`config.mk`:
```
export PLATFORM = sky130hd
export DESIGN_NAME = pwm_meter
export DESIGN_NICKNAME = d
export VERILOG_FILES = /design/src/rtl/pm_pkg.sv /design/src/rtl/pm_edge_filter.sv /design/src/rtl/pm_divider.sv /design/src/rtl/pwm_meter.sv
export SDC_FILE = /design/constraint.sdc
export NUM_CORES = 1
export LEC_CHECK = 0
export CAP_MARGIN = 20
export CORE_MARGIN = 10
export CORE_UTILIZATION = 45
export CTS_BUF_LIST = sky130_fd_sc_hd__clkbuf_4 sky130_fd_sc_hd__clkbuf_8
export DETAILED_ROUTE_END_ITERATION = 7
export MAX_ROUTING_LAYER = met4
export SYNTH_ARGS = -nofsm -noshare
export SYNTH_HDL_FRONTEND = slang
export SYNTH_HIERARCHICAL = 1
export SYNTH_SLANG_ARGS = --single-unit
```
`constraint.sdc`:
```
create_clock -name clk -period 26.6 [get_ports clk]
set_input_delay 5.32 -clock clk [delete_from_list [all_inputs] [get_ports clk]]
set_output_delay 5.32 -clock clk [all_outputs]
set_load 0.01 [all_outputs]
```
`src/rtl/pm_pkg.sv`:
```
package pm_pkg;
    typedef enum logic [1:0] {
        CAP_RISE1 = 2'd0,
        CAP_FALL  = 2'd1,
        CAP_RISE2 = 2'd2
    } cap_state_e;
endpackage

```
`src/rtl/pm_edge_filter.sv`:
```
module pm_edge_filter #(
    parameter int LEN = 2
) (
    input  logic clk,
    input  logic rst,
    input  logic pin,
    output logic rise,
    output logic fall
);
    localparam int CW = $clog2(LEN + 1);

    typedef struct packed {
        logic [1:0]    sync;
        logic          lvl;
        logic [CW-1:0] cnt;
        logic          rise;
        logic          fall;
    } filt_st_t;

    filt_st_t st_d, st_q;

    always_comb begin
        st_d      = st_q;
        st_d.sync = {st_q.sync[0], pin};
        st_d.rise = 1'b0;
        st_d.fall = 1'b0;
        if (st_q.sync[1] != st_q.lvl) begin
            if (st_q.cnt == CW'(LEN - 1)) begin
                st_d.lvl  = st_q.sync[1];
                st_d.cnt  = '0;
                st_d.rise = st_q.sync[1];
                st_d.fall = ~st_q.sync[1];
            end else begin
                st_d.cnt = st_q.cnt + 1'b1;
            end
        end else begin
            st_d.cnt = '0;
        end
    end

    always_ff @(posedge clk) begin
        if (rst) st_q <= '0;
        else     st_q <= st_d;
    end

    assign rise = st_q.rise;
    assign fall = st_q.fall;
endmodule

```
`src/rtl/pm_divider.sv`:
```
module pm_divider #(
    parameter int W = 32
) (
    input  logic         clk,
    input  logic         rst,
    input  logic         start,
    input  logic [W-1:0] dividend,
    input  logic [W-1:0] divisor,
    output logic [W-1:0] quotient,
    output logic         done
);
    localparam int CW = $clog2(W + 1);

    typedef struct packed {
        logic          busy;
        logic [CW-1:0] cnt;
        logic [W:0]    rem;
        logic [W-1:0]  quo;
        logic [W-1:0]  den;
        logic          done;
    } div_st_t;

    div_st_t  st_d, st_q;
    logic [W:0] shifted;

    always_comb begin
        st_d      = st_q;
        st_d.done = 1'b0;
        shifted   = {st_q.rem[W-1:0], st_q.quo[W-1]};
        if (!st_q.busy) begin
            if (start) begin
                st_d.busy = 1'b1;
                st_d.cnt  = CW'(W);
                st_d.rem  = '0;
                st_d.quo  = dividend;
                st_d.den  = divisor;
            end
        end else begin
            if (shifted >= {1'b0, st_q.den}) begin
                st_d.rem = shifted - {1'b0, st_q.den};
                st_d.quo = {st_q.quo[W-2:0], 1'b1};
            end else begin
                st_d.rem = shifted;
                st_d.quo = {st_q.quo[W-2:0], 1'b0};
            end
            st_d.cnt = st_q.cnt - 1'b1;
            if (st_q.cnt == CW'(1)) begin
                st_d.busy = 1'b0;
                st_d.done = 1'b1;
            end
        end
    end

    always_ff @(posedge clk) begin
        if (rst) st_q <= '0;
        else     st_q <= st_d;
    end

    assign quotient = st_q.quo;
    assign done     = st_q.done;
endmodule

```
`src/rtl/pwm_meter.sv`:
```
module pwm_meter
    import pm_pkg::*;
#(
    parameter int CLK_HZ   = 50_000_000,
    parameter int TICK_HZ  = 1_000_000,
    parameter int CNT_W    = 16,
    parameter int FILT_LEN = 2,
    parameter int STALE_US = 200_000,
    parameter bit INVERT   = 1'b1
) (
    input  logic             clk,
    input  logic             rst,
    input  logic             pilot_in,
    input  logic [CNT_W-1:0] reload,
    output logic [31:0]      freq_hz,
    output logic [6:0]       duty_pct,
    output logic             meas_valid,
    output logic             meas_upd
);
    localparam int     PRESC_RAW  = (CLK_HZ > TICK_HZ) ? (CLK_HZ / TICK_HZ) - 1 : 0;
    localparam int     PRESC      = (PRESC_RAW > 65535) ? 65535 : PRESC_RAW;
    localparam int     TICK_RATE  = CLK_HZ / (PRESC + 1);
    localparam bit     NO_RATE    = (TICK_RATE == 0);
    localparam longint STALE_CLKS = (longint'(CLK_HZ) * longint'(STALE_US)) / 64'sd1_000_000;
    localparam int     STL_W      = $clog2(STALE_CLKS + 2);
    localparam int     DIV_W      = 32;
    localparam int     DW         = CNT_W + 1;
    localparam logic [STL_W-1:0] STALE_LIM = STL_W'(STALE_CLKS);
    localparam logic [15:0]      PRESC_V   = 16'(PRESC);

    typedef struct packed {
        logic [15:0]      pre;
        logic [CNT_W-1:0] cnt;
        cap_state_e       cap;
        logic [CNT_W-1:0] r1;
        logic [CNT_W-1:0] fe;
        logic [STL_W-1:0] stale;
        logic [31:0]      freq;
        logic [6:0]       duty;
        logic             valid;
        logic             upd;
    } meter_st_t;

    meter_st_t st_d, st_q;

    // Difference of two counter stamps that survives one wrap.
    function automatic logic [DW-1:0] tick_span(input logic [CNT_W-1:0] now,
                                                input logic [CNT_W-1:0] prev,
                                                input logic [CNT_W-1:0] top);
        if (now >= prev) return {1'b0, now} - {1'b0, prev};
        return ({1'b0, top} - {1'b0, prev}) + DW'(1) + {1'b0, now};
    endfunction

    logic             tick;
    logic             edge_rise, edge_fall;
    logic [DW-1:0]    span_per, span_hi;
    logic             reject;
    logic             div_go;
    logic [DIV_W-1:0] freq_q, duty_q;
    logic             freq_done, duty_done;
    logic [6:0]       duty_hi, duty_out;

    pm_edge_filter #(.LEN(FILT_LEN)) u_filt (
        .clk  (clk),
        .rst  (rst),
        .pin  (pilot_in),
        .rise (edge_rise),
        .fall (edge_fall)
    );

    assign tick     = (st_q.pre == PRESC_V);
    assign span_per = tick_span(st_q.cnt, st_q.r1, reload);
    assign span_hi  = tick_span(st_q.fe, st_q.r1, reload);
    assign reject   = (span_per == '0) || (span_hi > span_per) || NO_RATE;

    pm_divider #(.W(DIV_W)) u_div_freq (
        .clk      (clk),
        .rst      (rst),
        .start    (div_go),
        .dividend (DIV_W'(TICK_RATE)),
        .divisor  (DIV_W'(span_per)),
        .quotient (freq_q),
        .done     (freq_done)
    );

    pm_divider #(.W(DIV_W)) u_div_duty (
        .clk      (clk),
        .rst      (rst),
        .start    (div_go),
        .dividend (DIV_W'(span_hi) * DIV_W'(100) + DIV_W'(span_per >> 1)),
        .divisor  (DIV_W'(span_per)),
        .quotient (duty_q),
        .done     (duty_done)
    );

    assign duty_hi = (duty_q > DIV_W'(100)) ? 7'd100 : duty_q[6:0];

    generate
        if (INVERT) begin : g_inv
            assign duty_out = 7'd100 - duty_hi;
        end else begin : g_plain
            assign duty_out = duty_hi;
        end
    endgenerate

    always_comb begin
        st_d     = st_q;
        st_d.upd = 1'b0;
        div_go   = 1'b0;
        st_d.pre = tick ? '0 : st_q.pre + 16'd1;
        if (tick) begin
            st_d.cnt = (st_q.cnt >= reload) ? '0 : st_q.cnt + 1'b1;
        end
        case (st_q.cap)
            CAP_RISE1: if (edge_rise) begin
                st_d.r1  = st_q.cnt;
                st_d.cap = CAP_FALL;
            end
            CAP_FALL: if (edge_fall) begin
                st_d.fe  = st_q.cnt;
                st_d.cap = CAP_RISE2;
            end
            CAP_RISE2: if (edge_rise) begin
                st_d.cap = CAP_RISE1;
                if (reject) begin
                    st_d.valid = 1'b0;
                    st_d.upd   = 1'b1;
                end else begin
                    div_go = 1'b1;
                end
            end
            default: st_d.cap = CAP_RISE1;
        endcase
        if (st_q.stale <= STALE_LIM) begin
            st_d.stale = st_q.stale + 1'b1;
        end
        if (st_q.stale == STALE_LIM) begin
            st_d.freq  = '0;
            st_d.duty  = '0;
            st_d.valid = 1'b0;
            st_d.upd   = 1'b1;
        end
        if (freq_done && duty_done) begin
            st_d.freq  = freq_q;
            st_d.duty  = duty_out;
            st_d.valid = 1'b1;
            st_d.upd   = 1'b1;
            st_d.stale = '0;
        end
    end

    always_ff @(posedge clk) begin
        if (rst) st_q <= '0;
        else     st_q <= st_d;
    end

    assign freq_hz    = st_q.freq;
    assign duty_pct   = st_q.duty;
    assign meas_valid = st_q.valid;
    assign meas_upd   = st_q.upd;
endmodule

```
==> impl_metrics.ini <==
[status]
outcome = completed

[power_and_ir_drop]
comb_power_share = 0.065
power_frac_seq = 0.439
netSwitchingPower_uw = 295
power_density_mw_per_mm2 = 41.6
ir_drop_uv = 41.5
finalPower_mw = 1.18
switching_share = 0.249
clockPowerShare = 0.495
p_leak_nw = 12.2
p_int_uw = 890

[sta]
totalNegativeSetupSlack_ps = 0
report.final.slew_viol_count = 0
relSlewSlack = 0.252
hold_slack_ps = 441
rsz0062_at_grt = false
setup_slack_ps = 12820
setup_viol = 0
tightest_slew_ps = 1110
period_needed_ps = 13780
clock_skew_ps = 45.7
clock.fmax_ghz = 0.0726
fin_crit_sh = 0.518
hold_viol = 0

[synthesis]
ys_top_cells_by_area = dfxtp_1 26%, ha_1 13%, a21oi_1 6.7%
synth-seq-area-share = 0.263
synthTopCellsByCount = 410 x nand2_1, 355 x a21oi_1, 346 x dfxtp_1, 303 x nor2_1, 272 x ha_1
yosys_register_bits = 346
synth_top_area_frac = 0.263
synth-adder-area-share = 0.144
synth.most_common_cell = nand2_1
synth-xor-area-share = 0.0647
postSynthCellCount = 3383
muxShareOfSynthArea = 0.0419
netlist_area_mm2 = 0.0264
async_flop_share = 0
yosysWarnings = 6
synth_top_family_by_area = simple AND/OR/NAND/NOR gates
avgSynthCellArea_um2 = 7.80
synth_edf_count = 0
yosysTopAreaCell = dfxtp_1
yosys_most_used_dff = dfxtp_1
yosys.area_share.simple = 0.203
synth-compound-area-share = 0.197
ys_types = 108

[floorplanning]
dieArea_mm2 = 0.0687
fp.dieW_um = 262
die_h_um = 262
coreArea_mm2 = 0.0579
num_rows = 88
initial_utilization = 0.456
ioPinCount = 60

[worst_setup_path]
slowest_delay_ps = 740
ff2ff_setup_slack_ps = 17630
critical_path_peak_fanout = 41
worst_setup_path_end_kind = register
slowest_stage = nor2_4
arrival_ps = 14340
crit_path_start_kind = primary input
critical_path_class = primary input to register
cp_data_required_time_ps = 27160

[clock_network]
cts_tree = built
post_cts_buffers = 0
clock_path_buffers = 3
numCtsBuffers = 67
cts-resized-gates = 0
clk_latency_ps = 670
holdBufCountCts = 0
htreeDepth = 3
cts.clk_slew.worst_paths_ps = 60
cts.sinks = 346
clockRootBuffer = clkbuf_8

[global_route]
antenna_found_initial = 1
grt_pass1_vias = 22395
grt_max_degree = 89
grt_pass1_wl_um = 114000
grt_overflow = 0
grtUsageTotal = 0.207

[layout]
drive_gt1_frac = 0.0671
num-fill-cells = 5711
layout.nets = 3661
layoutNonFillerInstCount = 4166
syn_to_final_growth_pct = 7.96

[detailed_routing]
firstDrtPassIters = 6
routed_wl_um = 70100
vias = 23004
vias_per_cell = 5.52
wl_per_cell_um = 16.8
ant_nets = 0
drc = 0
drt_iter0_drc = 1463

[place]
place_ws_ps = 12170
hpwl_um = 52200
gp_congestion = 0.904
dp.cells = 4045
io_buffers = 59

[flow_run]
drv_cap = 0

[worst_hold_path]
hold_class = register to register
-- stage by stage --
step	utilization	instance area [um2]
after floorplan	-	26600
after global placement	0.465	26900
after detailed placement	0.466	27000
after CTS	0.492	28500
after global routing	0.492	28500
final	0.492	28500
-- final timing paths --
kind,startpoint,endpoint,cells after the start
max reg2reg,st_q[81]$_SDFFE_PP0P_,u_div_freq/st_q[103]$_SDFFE_PP0P_,34
min,u_filt/st_q[2]$_SDFF_PP0_,u_filt/st_q[2]$_SDFF_PP0_,1
min reg2reg,u_filt/st_q[2]$_SDFF_PP0_,u_filt/st_q[2]$_SDFF_PP0_,1
max,reload[1],u_div_freq/st_q[103]$_SDFFE_PP0P_,36
-- routing by layer --
metal	up-vias	part of all wire	GRT usage
met5	-	0	-
met4	0	0.029	0.0739
met3	145	0.046	0.0322
met2	484	0.45	0.328
met1	10807	0.47	0.263
li1	11568	-	-
-- registers in the layout, summed over array words and instances (netlist names), 4 cells and up --
| name | flops |
|---|---|
| u_div_freq/shifted | 32 |
| u_div_freq/quotient | 32 |
| u_div_duty/st_q | 39 |
| u_div_duty/quotient | 32 |
| st_q | 90 |
| u_div_freq/st_q | 39 |
| u_div_duty/shifted | 32 |
| u_filt/st_q | 4 |
| duty_pct | 7 |
| freq_hz | 32 |
-- critical path: cells and delay by family --
kind | cells | cell delay [ps]
buffers and inverters | 7 | 2090
AO/OA/AOI/OAI | 15 | 3060
adder cells (fa/ha/maj) | 5 | 1550
AND/OR/NAND/NOR | 6 | 1420
XOR/XNOR | 2 | 300
multiplexers | 1 | 560
-- area by class of cell --
class,count,area (um2),share of cell area
clock buffers,100,1320,0.0463
multi-input cells,2633,17500,0.614
repair buffers,79,759,0.0267
clock inverters,19,183,0.00641
inverters,223,837,0.0294
diodes,1,2.50,0.0000879
well taps,765,957,0.0336
flip-flops and latches,346,6930,0.243
-- placed cells by master, fill, tap and decap left out, types with 11 or more instances in the layout --
| master | n |
|---|---|
| nand2_1 | 410 |
| a21oi_1 | 355 |
| dfxtp_1 | 344 |
| nor2_1 | 302 |
| ha_1 | 272 |
| inv_1 | 223 |
| nand3_1 | 127 |
| xnor2_1 | 120 |
| o21ai_0 | 111 |
| mux2i_1 | 100 |
| clkbuf_8 | 92 |
| xor2_1 | 75 |
| conb_1 | 69 |
| a21o_1 | 64 |
| clkdlybuf4s50_1 | 58 |
| nor3_1 | 48 |
| nand4_1 | 38 |
| nor2b_1 | 37 |
| o21a_1 | 37 |
| nand2b_1 | 29 |
| and3_1 | 25 |
| a31oi_1 | 25 |
| a211oi_1 | 24 |
| o21ai_1 | 21 |
| fa_1 | 20 |
| o21bai_1 | 19 |
| buf_4 | 18 |
| and2_1 | 17 |
| o211ai_1 | 15 |
| or3_1 | 15 |
| nor4_1 | 15 |
| o31ai_1 | 13 |
| and4_1 | 11 |
-- power groups by stage --
stage | combinational, mW | clock (mW) | sequential (mW)
final | 0.0773 | 0.587 | 0.520
after global routing | 0.0861 | 0.629 | 0.520
after CTS | 0.0770 | 0.606 | 0.520
after detailed placement | 0.0766 | 0 | 0.532
after global placement | 0.0749 | 0 | 0.532
after floorplan | 0.0566 | 0 | 0.531
-- cell families after synthesis --
group / Yosys count
flip-flops: 346
other: 2
XOR/XNOR: 195
buffers and inverters: 471
multiplexers: 109
adder cells (fa/ha/maj): 292
AND/OR/NAND/NOR: 1148
AO/OA/AOI/OAI: 820
(Power assumes the default switching activity.)
